File: src/rtl/uaw_pkg.sv
package uaw_pkg;
  typedef enum logic [1:0] {
    OP_LD_HI = 2'b00,
    OP_LD_LO = 2'b01,
    OP_ST_HI = 2'b10,
    OP_ST_LO = 2'b11
  } uaw_op_e;

  typedef enum logic [1:0] {
    ST_IDLE = 2'b00,
    ST_RD   = 2'b01,
    ST_WR   = 2'b10,
    ST_DONE = 2'b11
  } uaw_state_e;

  function automatic logic op_is_store(uaw_op_e op);
    return op[1];
  endfunction
endpackage

File: src/rtl/uaw_addr_gen.sv
module uaw_addr_gen #(
  parameter int AW = 32,
  parameter int OW = 16,
  parameter int LW = 2
) (
  input  logic [AW-1:0] base,
  input  logic [OW-1:0] ofs,
  output logic [AW-1:0] word_addr,
  output logic [LW-1:0] lane
);
  logic [AW-1:0] eff;

  assign eff       = base + {{(AW-OW){ofs[OW-1]}}, ofs};
  assign word_addr = {eff[AW-1:LW], {LW{1'b0}}};
  assign lane      = eff[LW-1:0];
endmodule

File: src/rtl/uaw_merge.sv
module uaw_merge
  import uaw_pkg::*;
#(
  parameter int DW = 32,
  parameter int LW = $clog2(DW/8)
) (
  input  uaw_op_e       op,
  input  logic [LW-1:0] lane,
  input  logic [DW-1:0] regv,
  input  logic [DW-1:0] memw,
  output logic [DW-1:0] merged
);
  localparam int NB  = DW / 8;
  localparam int SHW = $clog2(DW) + 1;

  logic [SHW-1:0] sh_up;
  logic [SHW-1:0] sh_dn;
  logic [DW-1:0]  ones;

  assign ones  = '1;
  assign sh_up = SHW'(lane) << 3;
  assign sh_dn = SHW'(8 * (NB - 1)) - sh_up;

  always_comb begin
    unique case (op)
      OP_LD_HI: merged = (memw << sh_dn) | (regv & (ones >> (sh_up + SHW'(8))));
      OP_LD_LO: merged = (memw >> sh_up) | (regv & ~(ones >> sh_up));
      OP_ST_HI: merged = (regv >> sh_dn) | (memw & ~(ones >> sh_dn));
      OP_ST_LO: merged = (regv << sh_up) | (memw & ~(ones << sh_up));
      default:  merged = memw;
    endcase
  end
endmodule

File: src/rtl/uaw_ctrl.sv
module uaw_ctrl
  import uaw_pkg::*;
#(
  parameter int AW = 32,
  parameter int DW = 32,
  parameter int LW = 2
) (
  input  logic          clk,
  input  logic          rst_n,
  input  logic          cmd_valid,
  output logic          cmd_ready,
  input  uaw_op_e       cmd_op,
  input  logic [AW-1:0] cmd_waddr,
  input  logic [LW-1:0] cmd_lane,
  input  logic [DW-1:0] cmd_reg,
  input  logic          cmd_dst_zero,
  output uaw_op_e       mg_op,
  output logic [LW-1:0] mg_lane,
  output logic [DW-1:0] mg_reg,
  input  logic [DW-1:0] mg_out,
  output logic          mem_req,
  output logic          mem_we,
  output logic [AW-1:0] mem_addr,
  output logic [DW-1:0] mem_wdata,
  input  logic          mem_ack,
  output logic          res_valid,
  input  logic          res_ready,
  output logic [DW-1:0] res_data,
  output logic          done
);
  uaw_state_e    st;
  uaw_op_e       op_q;
  logic [AW-1:0] addr_q;
  logic [LW-1:0] lane_q;
  logic [DW-1:0] reg_q;
  logic [DW-1:0] wdata_q;
  logic [DW-1:0] res_q;
  logic          zero_q;

  always_ff @(posedge clk or negedge rst_n) begin
    if (!rst_n) begin
      st      <= ST_IDLE;
      op_q    <= OP_LD_HI;
      addr_q  <= '0;
      lane_q  <= '0;
      reg_q   <= '0;
      wdata_q <= '0;
      res_q   <= '0;
      zero_q  <= 1'b0;
    end else begin
      unique case (st)
        ST_IDLE: if (cmd_valid) begin
          op_q   <= cmd_op;
          addr_q <= cmd_waddr;
          lane_q <= cmd_lane;
          reg_q  <= cmd_reg;
          zero_q <= cmd_dst_zero & ~op_is_store(cmd_op);
          st     <= ST_RD;
        end
        ST_RD: if (mem_ack) begin
          if (op_is_store(op_q)) begin
            wdata_q <= mg_out;
            st      <= ST_WR;
          end else begin
            res_q <= mg_out;
            st    <= ST_DONE;
          end
        end
        ST_WR: if (mem_ack) st <= ST_IDLE;
        ST_DONE: if (zero_q || res_ready) st <= ST_IDLE;
        default: st <= ST_IDLE;
      endcase
    end
  end

  assign cmd_ready = (st == ST_IDLE);
  assign mg_op     = op_q;
  assign mg_lane   = lane_q;
  assign mg_reg    = reg_q;
  assign mem_req   = (st == ST_RD) || (st == ST_WR);
  assign mem_we    = (st == ST_WR);
  assign mem_addr  = addr_q;
  assign mem_wdata = wdata_q;
  assign res_valid = (st == ST_DONE) && !zero_q;
  assign res_data  = res_q;
  assign done      = ((st == ST_WR) && mem_ack) ||
                     ((st == ST_DONE) && (zero_q || res_ready));


  mem_aligned_chk: assert property (@(posedge clk) disable iff (!rst_n)
    mem_req |-> (mem_addr[LW-1:0] == '0));


  req_hold_chk: assert property (@(posedge clk) disable iff (!rst_n)
    (mem_req && !mem_ack) |=> (mem_req && $stable(mem_we) &&
                               $stable(mem_addr) && $stable(mem_wdata)));


  wr_same_addr_chk: assert property (@(posedge clk) disable iff (!rst_n)
    $rose(mem_we) |-> $stable(mem_addr));


  res_hold_chk: assert property (@(posedge clk) disable iff (!rst_n)
    (res_valid && !res_ready) |=> (res_valid && $stable(res_data)));


  idle_quiet_chk: assert property (@(posedge clk) disable iff (!rst_n)
    cmd_ready |-> (!mem_req && !res_valid));


  done_pulse_chk: assert property (@(posedge clk) disable iff (!rst_n)
    done |=> !done);
endmodule

File: src/rtl/uaw_merge_unit.sv
module uaw_merge_unit
  import uaw_pkg::*;
#(
  parameter int AW = 32,
  parameter int DW = 32,
  parameter int OW = 16,
  parameter int RW = 5
) (
  input  logic          clk,
  input  logic          rst_n,
  input  logic          cmd_valid,
  output logic          cmd_ready,
  input  logic [1:0]    cmd_op,
  input  logic [AW-1:0] cmd_base,
  input  logic [OW-1:0] cmd_ofs,
  input  logic [DW-1:0] cmd_reg,
  input  logic [RW-1:0] cmd_dst,
  output logic          mem_req,
  output logic          mem_we,
  output logic [AW-1:0] mem_addr,
  output logic [DW-1:0] mem_wdata,
  input  logic          mem_ack,
  input  logic [DW-1:0] mem_rdata,
  output logic          res_valid,
  input  logic          res_ready,
  output logic [DW-1:0] res_data,
  output logic          done
);
  localparam int LW = $clog2(DW / 8);

  logic [AW-1:0] waddr;
  logic [LW-1:0] lane;
  uaw_op_e       mg_op;
  logic [LW-1:0] mg_lane;
  logic [DW-1:0] mg_reg;
  logic [DW-1:0] mg_out;

  uaw_addr_gen #(.AW(AW), .OW(OW), .LW(LW)) agen_i (
    .base(cmd_base), .ofs(cmd_ofs), .word_addr(waddr), .lane(lane)
  );

  uaw_merge #(.DW(DW), .LW(LW)) merge_i (
    .op(mg_op), .lane(mg_lane), .regv(mg_reg), .memw(mem_rdata), .merged(mg_out)
  );

  uaw_ctrl #(.AW(AW), .DW(DW), .LW(LW)) ctrl_i (
    .clk(clk), .rst_n(rst_n),
    .cmd_valid(cmd_valid), .cmd_ready(cmd_ready),
    .cmd_op(uaw_op_e'(cmd_op)), .cmd_waddr(waddr), .cmd_lane(lane),
    .cmd_reg(cmd_reg), .cmd_dst_zero(cmd_dst == '0),
    .mg_op(mg_op), .mg_lane(mg_lane), .mg_reg(mg_reg), .mg_out(mg_out),
    .mem_req(mem_req), .mem_we(mem_we), .mem_addr(mem_addr),
    .mem_wdata(mem_wdata), .mem_ack(mem_ack),
    .res_valid(res_valid), .res_ready(res_ready), .res_data(res_data),
    .done(done)
  );
endmodule

File: config.mk
export PLATFORM = sky130hd
export DESIGN_NAME = uaw_merge_unit
export DESIGN_NICKNAME = d
export VERILOG_FILES = /design/src/rtl/uaw_pkg.sv /design/src/rtl/uaw_addr_gen.sv /design/src/rtl/uaw_merge.sv /design/src/rtl/uaw_ctrl.sv /design/src/rtl/uaw_merge_unit.sv
export SDC_FILE = /design/constraint.sdc
export NUM_CORES = 1
export LEC_CHECK = 0
export BUFFER_PORTS_ARGS = -buffer_cell sky130_fd_sc_hd__buf_2
export CAP_MARGIN = 5
export CORE_MARGIN = 4
export CORE_UTILIZATION = 35
export DETAILED_ROUTE_END_ITERATION = 8
export PLACE_DENSITY = 0.65
export REMOVE_ABC_BUFFERS = 1
export SYNTH_ARGS = -nofsm -noshare
export SYNTH_HDL_FRONTEND = slang
export SYNTH_SLANG_ARGS = --single-unit
File: constraint.sdc
create_clock -name clk -period 4 [get_ports clk]
set_input_delay 0.8 -clock clk [delete_from_list [all_inputs] [get_ports clk]]
set_output_delay 0.8 -clock clk [all_outputs]
set_load 0.005 [all_outputs]
==> results.toml <==
[setup_path]
reg2reg_depth = 7
crit_path_max_fanout = 20
end_kind = "flop"
arrival_ps = 3330
worstSetupPathType = "reg -> reg"
crit_required_ps = 4330
start_kind = "flop"

[clock_network]
clkLatencyLatePin_ps = 410
clock-sinks = 133
htreeDepth = 4
ctsHoldBuffers = 0
cts_tree = "yes"
clock_path_buffers = 2
cts_resized = 0
cts_made_buffers = 17
path_clk_slew_ps = 60
root_buffer = "clkbuf_16"
postCtsSetupBuffers = 0

[global_routing]
grtUsageTotal_pct = 20.45
grt_pass1_vias = 9103
grt_pass1_wl_um = 48350
grt_max_degree = 95
grt_overflow = 0
antenna_found_initial = 5

[timing]
finalSetupViolCount = 0
finalHoldViolCount = 0
fin_crit_ps = 3005
drv_slew = 0
period_share_pct = 75.14
timing.hold.ws_ps = 470.6
setup_tns_ps = 0
rsz0062_at_grt = "false"
fmax_ghz = 0.3327
maxSlewHeadroom_pct = 24.82
worst_slew_pin_slew_ps = 1124
skew_ps = 13.35

[final_layout]
final_area_um2 = 11240
layout_common_cells = "247 x nand2_1, 221 x buf_2, 130 x dfrtp_1"
nFillCells = 2691
layout-drive-gt1-share_pct = 24.72
area_growth_pct = 20.36
nets = 1475
layout_commonest_cell = "nand2_1"

[place]
hpwl_um = 21840
placed_cell_area_um2 = 10690
port_buffers = 222
globalplace.congestion = 0.9001

[yosys]
synth_edf_count = 0
ys.warnings.count = 0
synth_flop_cell = "dfrtp_1"
ys_ff_latch = 133
avgSynthCellArea_um2 = 8.193
syn_area_um2 = 9340
ys_seq_area_share_pct = 35.63
synth_cell_types = 67
async_flop_share_pct = 100.0
syn_inst = 1140

[pwr]
p_leak_uw = 0.005328
power_density_nw_per_um2 = 765.6
p_comb_share_pct = 52.7
p_switching_uw = 3853
p_int_uw = 4754
clkPwrFrac_pct = 17.6
irDropWorstVdd_uv = 255.3
swShare_pct = 44.77
seq_power_share_pct = 29.7

[die]
die_w_um = 171.4
row_count = 59
die_area_um2 = 29360
die_y_um = 171.4
num_io_pins = 225
coreArea_um2 = 26130
initial_core_util_pct = 35.74

[outcome]
status = "completed"

[route]
drt_iter0_drc = 721
drc = 0
wl_um = 30620
first_pass_iters = 8
vias_per_cell = 5.628
wl_per_cell_um = 18.41
route.antenna.remaining_nets = 0
num_vias = 9360

[flow_run]
maxCapViolCount = 0

[hold_path]
hold_depth = 2
hold_class = "reg -> reg"
-- final timing paths --
check	from	end	slack [ps]
max reg2reg	ctrl_i.mg_op[1]	ctrl_i.res_data[12]	990
max	ctrl_i.mg_op[1]	ctrl_i.res_data[12]	990
max in group asynchronous	rst_n	ctrl_i.mg_op[1]	2760
min reg2reg	ctrl_i.res_data[30]	ctrl_i.res_data[30]	470
min	ctrl_i.res_data[30]	ctrl_i.res_data[30]	470
min in group asynchronous	rst_n	ctrl_i.mem_wdata[1]	480
-- area by class of cell --
cell class	instances	area (um^2)	area share, %
clock inverters	10	110.1	0.9794
clock buffers	21	440.4	3.918
flip-flops and latches	133	3334	29.66
well taps	335	419.2	3.728
repair buffers	238	1250	11.12
diodes	1	2.502	0.02226
inverters	20	75.07	0.6678
multi-input cells	905	5610	49.91
-- metal layers --
layer	part of all wire, %	up-vias	wire length, um	track usage [%]
li1	-	4458	-	-
met5	0.22	-	66	0
met2	46	429	13970	33.05
met1	44	4403	13420	27.22
met4	2.3	8	694	6.132
met3	8.1	62	2469	5.079
-- synthesized netlist by cell type (9+ instances only) --
master	count	area [um^2]
a211oi_1	10	75.07
mux2_2	30	337.8
a21oi_1	95	475.5
o22ai_1	13	81.33
nor3_1	9	45.04
o21ai_1	15	75.07
a221oi_1	17	148.9
nand2b_1	9	56.30
ha_1	35	437.9
inv_1	16	60.06
o21ai_0	123	615.6
nand2_1	248	930.9
dfrtp_1	133	3328
mux4_2	14	315.3
mux2i_1	25	250.2
xnor2_1	16	140.1
nand3_1	37	185.2
buf_2	24	120.1
clkbuf_1	51	191.4
nor2_1	58	217.7
a21o_1	21	157.7
-- cell families after synthesis --
family                     after synthesis  share of synthesized area (%)
AOI/OAI and AO/OA                      379                          25.21
xor gates and xnor gates                24                          2.250
adders and majority gates               36                          4.903
buffers and inverters                  103                          4.541
DFF                                    133                          35.63
muxes                                   69                          9.672
other                                    1                        0.04015
and+or+nand+nor                        395                          17.75
-- worst max-delay path: stages (launching register included) --
cell,delay [ps]
dfrtp_1,820
inv_2,370
nor2_1,770
o21ai_0,200
a311o_1,390
a21oi_1,130
a21oi_1,90
o21ai_0,160
-- per-stage QoR --
| stage | util (%) | instances | setup slack (ps) | total power (uW) |
|---|---|---|---|---|
| after floorplan | - | 1058 | 38.32 | 5416 |
| after global placement | 40.90 | 1631 | 798.0 | 7006 |
| after detailed placement | 40.90 | 1631 | 760.6 | 7110 |
| after CTS | 43.01 | 1662 | 1042 | 8666 |
| after global routing | 43.02 | 1663 | 758.9 | 9346 |
| final | 43.02 | 1663 | 994.6 | 8606 |
-- power by group through the flow --
stage,clock (uW),sequential (uW),combinational [uW]
2_1_floorplan,0,2690,2730
3_3_place_gp,0,2560,4450
3_5_place_dp,0,2560,4550
4_1_cts,1560,2550,4560
5_1_grt,1610,2650,5090
6_report,1510,2560,4540
Power figures use the tool's default switching activity.
